File: src/rtl/seatbelt_pkg.sv
package seatbelt_pkg;

  typedef enum logic [1:0] {
    SB_IDLE  = 2'b00,
    SB_WAIT  = 2'b01,
    SB_ALARM = 2'b10,
    SB_BAD   = 2'b11
  } sb_state_e;

endpackage

File: src/rtl/sb_key_edge.sv
module sb_key_edge (
  input  logic clk,
  input  logic rst,
  input  logic key_on,
  output logic key_rise
);

  logic key_q;

  always_ff @(posedge clk) begin
    if (rst) key_q <= 1'b0;
    else     key_q <= key_on;
  end

  assign key_rise = key_on & ~key_q;

endmodule

File: src/rtl/sb_tick_counter.sv
module sb_tick_counter #(
  parameter int CW = 4
) (
  input  logic          clk,
  input  logic          rst,
  input  logic          clr,
  input  logic          adv,
  input  logic          tick,
  output logic [CW-1:0] count
);

  always_ff @(posedge clk) begin
    if (rst || clr)       count <= '0;
    else if (adv && tick) count <= count + 1'b1;
  end

endmodule

File: src/rtl/sb_ctrl_fsm.sv
module sb_ctrl_fsm
  import seatbelt_pkg::*;
#(
  parameter int DELAY = 5,
  parameter int LIMIT = 10,
  parameter int CW    = 4
) (
  input  logic          clk,
  input  logic          rst,
  input  logic          key_rise,
  input  logic          key_on,
  input  logic          belt_ok,
  input  logic [CW-1:0] count,
  output sb_state_e     state,
  output logic          alarm,
  output logic          cnt_clr,
  output logic          cnt_adv
);

  localparam logic [CW-1:0] DLY_C = CW'(DELAY);
  localparam logic [CW-1:0] LIM_C = CW'(LIMIT);

  sb_state_e nxt;
  logic      cancel;

  assign cancel = ~key_on | belt_ok;

  always_comb begin
    nxt = state;
    unique case (state)
      SB_IDLE:  if (key_rise) nxt = SB_WAIT;
      SB_WAIT: begin
        if (cancel)              nxt = SB_IDLE;
        else if (count == DLY_C) nxt = SB_ALARM;
      end
      SB_ALARM: if (cancel || count == LIM_C) nxt = SB_IDLE;
      default:  nxt = SB_IDLE;
    endcase
  end

  assign cnt_clr = (nxt == SB_IDLE) || (state != SB_WAIT && state != SB_ALARM);
  assign cnt_adv = ~cnt_clr;

  always_ff @(posedge clk) begin
    if (rst) begin
      state <= SB_IDLE;
      alarm <= 1'b0;
    end else begin
      state <= nxt;
      alarm <= (nxt == SB_ALARM);
    end
  end

endmodule

File: src/rtl/seatbelt_alarm.sv
module seatbelt_alarm
  import seatbelt_pkg::*;
#(
  parameter int DELAY = 5,
  parameter int LIMIT = 10
) (
  input  logic       clk,
  input  logic       rst,
  input  logic       key_on,
  input  logic       belt_ok,
  input  logic       tick,
  output logic       alarm,
  output logic [1:0] state_code
);

  localparam int CW = $clog2(LIMIT + 1);

  logic          key_rise;
  logic          cnt_clr;
  logic          cnt_adv;
  logic [CW-1:0] cnt_w;
  sb_state_e     state_w;

  sb_key_edge edge_i (
    .clk      (clk),
    .rst      (rst),
    .key_on   (key_on),
    .key_rise (key_rise)
  );

  sb_tick_counter #(.CW(CW)) cnt_i (
    .clk   (clk),
    .rst   (rst),
    .clr   (cnt_clr),
    .adv   (cnt_adv),
    .tick  (tick),
    .count (cnt_w)
  );

  sb_ctrl_fsm #(.DELAY(DELAY), .LIMIT(LIMIT), .CW(CW)) fsm_i (
    .clk      (clk),
    .rst      (rst),
    .key_rise (key_rise),
    .key_on   (key_on),
    .belt_ok  (belt_ok),
    .count    (cnt_w),
    .state    (state_w),
    .alarm    (alarm),
    .cnt_clr  (cnt_clr),
    .cnt_adv  (cnt_adv)
  );

  assign state_code = state_w;

endmodule

File: config.mk
export PLATFORM = sky130hd
export DESIGN_NAME = seatbelt_alarm
export DESIGN_NICKNAME = d
export VERILOG_FILES = /design/src/rtl/seatbelt_pkg.sv /design/src/rtl/sb_key_edge.sv /design/src/rtl/sb_tick_counter.sv /design/src/rtl/sb_ctrl_fsm.sv /design/src/rtl/seatbelt_alarm.sv
export SDC_FILE = /design/constraint.sdc
export NUM_CORES = 1
export LEC_CHECK = 0
export BUFFER_PORTS_ARGS = -buffer_cell sky130_fd_sc_hd__buf_2
export CORE_AREA = 2 2 39 41
export CTS_CLUSTER_SIZE = 16
export DETAILED_ROUTE_END_ITERATION = 10
export DIE_AREA = 0 0 41 43
export PLACE_DENSITY = 0.68
export SETUP_SLACK_MARGIN = 0.02
export SYNTH_ARGS = -nofsm -noshare
export SYNTH_HDL_FRONTEND = slang
export SYNTH_SLANG_ARGS = --single-unit
File: constraint.sdc
create_clock -name clk -period 1.9 [get_ports clk]
set_clock_uncertainty 0.1 [all_clocks]
set_input_delay 0.095 -clock clk [delete_from_list [all_inputs] [get_ports clk]]
set_output_delay 0.095 -clock clk [all_outputs]
set_load 0.01 [all_outputs]
==> metrics.txt <==
clock share of power 35.8%; register area share after synthesis 32.2%; Synth Area in XOR/XNOR 3.52%; FILL cells 141; P per Cell Area 613 mW/mm²; Peak Freq 614 MHz; Netlist cell types 25; Rel. slew slack 78.1%; total gr overflow 0; HPWL Detailed 678 µm; Initial Utilization 36.0%; kind of start point of the critical path register; leading area contributor after synthesis dfxtp_1; final WL 859 µm; fin nets 77; Avg Vias per Cell 4.97; DRC 0; Clock transition at path regs 0.06 ns; vias in the first global route 381; mapped cell area 498 µm²; Sink Count 8; pin count of the biggest net entering global routing 7; internal power 0.000271 W; H-tree depth 1; post-CTS setup buffers 0; status complete, no violations; Diodes inserted 0; die area 0.00176 mm²; fraction of the mapped netlist area in compound gates 15.3%; Crit Path Class reg2reg; worst skew pair latency 0.25 ns; RSZ-0062 raised after global routing false; setup_tns 0 ns; Tcrit/Tclk final 85.7%; pin slew with the least headroom to its limit 0.325 ns; commonest cells after routing, fill and taps aside 8 x dfxtp_1, 7 x ha_1, 7 x buf_2, 6 x nand2_1, 5 x inv_1; multiplexer share of the synthesized area 0%; CP max FO 5; share of post-route cells with drive strength above 1 27.0%; die height 43 µm; Max Buffers Root-to-Sink 2; routability congestion estimate 0.721; crit path cell chain inv_1 -> ha_1 -> and3b_1 -> o221ai_1 -> nand2_1 -> nor4b_2; Setup crit start cnt_i.count[0]; Routed Antenna Nets 0; VDD IR-drop max 0.000338 V; Min-Delay Path Class in2reg; largest family of logic cells by synthesized area simple AND/OR/NAND/NOR gates; routed len/inst 10.9 µm; # rows 14; largest cells by area after synthesis dfxtp_1 32%, ha_1 18%, nand2_1 4.5%; R2R depth 6; leakage 0.273 nW; worst reg2reg path endpoint fsm_i.alarm; area share of fa/ha/maj cells after synthesis 17.6%; Initial DRT Pass Iterations 4; area delta synth->final 19.1%; crit path time final 1.63 ns; worst r2r src cnt_i.count[0]; Yosys reg bits 8; CP max-delay cell dfxtp_1; CP max stage delay 0.42 ns; Final Max Tran Viols 0; commonest non-fill, non-tap cell in the layout dfxtp_1; Hold Fails Final Rpt 0; Boundary Pins 8; max_cap viols 0; worst endpoint required time 1.94 ns; CTS buffer count 3; Sw Share 25.3%; Mapped Avg Cell Area 9.76 µm²; Worst setup EP type register; Arr. time, crit path 1.67 ns; gr usage total 12.5%; Seq pwr share 48.6%; CTS tree yes; Yosys Warn Count 0; wire length of the first global-routing pass 1.52 mm; Sw Pwr 0.0000919 W; combinational power share 15.6%; I/O Buffers 7; syn nets 63; Power, Total 0.000363 W; Synth top area share 32.2%; crit path to fsm_i.alarm; CTS Root Cell clkbuf_4; initial antenna violation count 0; Core Box Area 0.00138 mm²; count of mapped cells out of synthesis 51; Post-Synth Simple-Gate Area 27.6%; Iter 0 DRT Violations 2; Via Count 393; R2R setup slack 0.27 ns; final setup violation count 0; Die W 41 µm
[sequential cells by signal, summed over array words and instances (netlist names)]
| signal | count |
|---|---|
| fsm_i.alarm | 1 |
| fsm_i.state | 2 |
| edge_i.key_q | 1 |
| cnt_i.count | 4 |
[timing repair]
action / in CTS / in global routing
hold buffers: 1 / 0
endpoints found under the hold margin: 4 / 0
gates resized for setup: 0 / 0
[final cells by class]
class	count	area [µm²]	area share [%]
inverter	5	18.8	3.16
tap	16	20.0	3.38
clock buffer	3	22.5	3.80
multi-input combinational	38	319	53.8
sequential	8	160	27.0
timing repair buffer	9	52.6	8.86
[worst min-delay path by stage]
stage	slack [ns]	cells past startpoint	from	endpoint
2_1_floorplan	0.07	1	rst	edge_i.key_q
3_3_place_gp	0.24	2	rst	edge_i.key_q
3_5_place_dp	0.24	2	rst	edge_i.key_q
4_1_cts	0.03	2	key_on	edge_i.key_q
5_1_grt	0.04	2	key_on	edge_i.key_q
6_report	0.02	2	key_on	edge_i.key_q
[per-layer routing]
metal	vias up	global-route usage (%)	part of all wire, %
li1	202	-	-
met1	184	15.3	46
met2	5	19.4	51
met3	2	3.14	1.5
met4	0	6.00	1.6
met5	-	0	0
[synth_stat cells (all sizes together)]
| master | n |
|---|---|
| nor2b | 2 |
| o31ai | 1 |
| xor2 | 1 |
| nand4 | 1 |
| nor4b | 1 |
| o221ai | 2 |
| nor2 | 3 |
| a21o | 1 |
| o211ai | 1 |
| ha | 7 |
| a22oi | 1 |
| and2 | 1 |
| nor3b | 1 |
| nand2 | 6 |
| nand3b | 2 |
| xnor2 | 1 |
| o21ai | 1 |
| a211oi | 1 |
| inv | 5 |
| and3b | 2 |
| dfxtp | 8 |
| nor3 | 2 |
[metrics by stage]
stage / instances / cell area, µm² / hold WS (ns) / util, % / setup WS [ns]
floorplan: 51 / 498 / 0.0666 / - / 0.312
global placement: 75 / 561 / 0.239 / 40.5 / 0.295
detailed placement: 75 / 561 / 0.243 / 40.5 / 0.270
CTS: 79 / 593 / 0.0253 / 42.9 / 0.257
global route: 79 / 593 / 0.0417 / 42.9 / 0.136
finish: 79 / 593 / 0.0241 / 42.9 / 0.271
[worst max-delay path: cells and delay by family, from the launching register on]
kind                       cells  cell delay [ns]
buffers and inverters          1             0.07
and+or+nand+nor                3             0.48
adders and majority gates      1             0.19
AOI/OAI and AO/OA              1             0.27
DFF                            1             0.42
[cells by family after synthesis]
logic type,after synthesis
AOI/OAI and AO/OA,8
buffers and inverters,5
xor gates and xnor gates,2
adders and majority gates,7
DFF,8
and+or+nand+nor,21
[power by group through the flow]
| stage | Combinational, W | Sequential (W) | Clock (W) |
|---|---|---|---|
| floorplan | 0.0000369 | 0.000180 | 0 |
| global placement | 0.0000551 | 0.000180 | 0 |
| detailed placement | 0.0000560 | 0.000180 | 0 |
| CTS | 0.0000577 | 0.000176 | 0.000134 |
| global route | 0.0000641 | 0.000177 | 0.000143 |
| finish | 0.0000569 | 0.000176 | 0.000130 |
(Power assumes the default switching activity.)
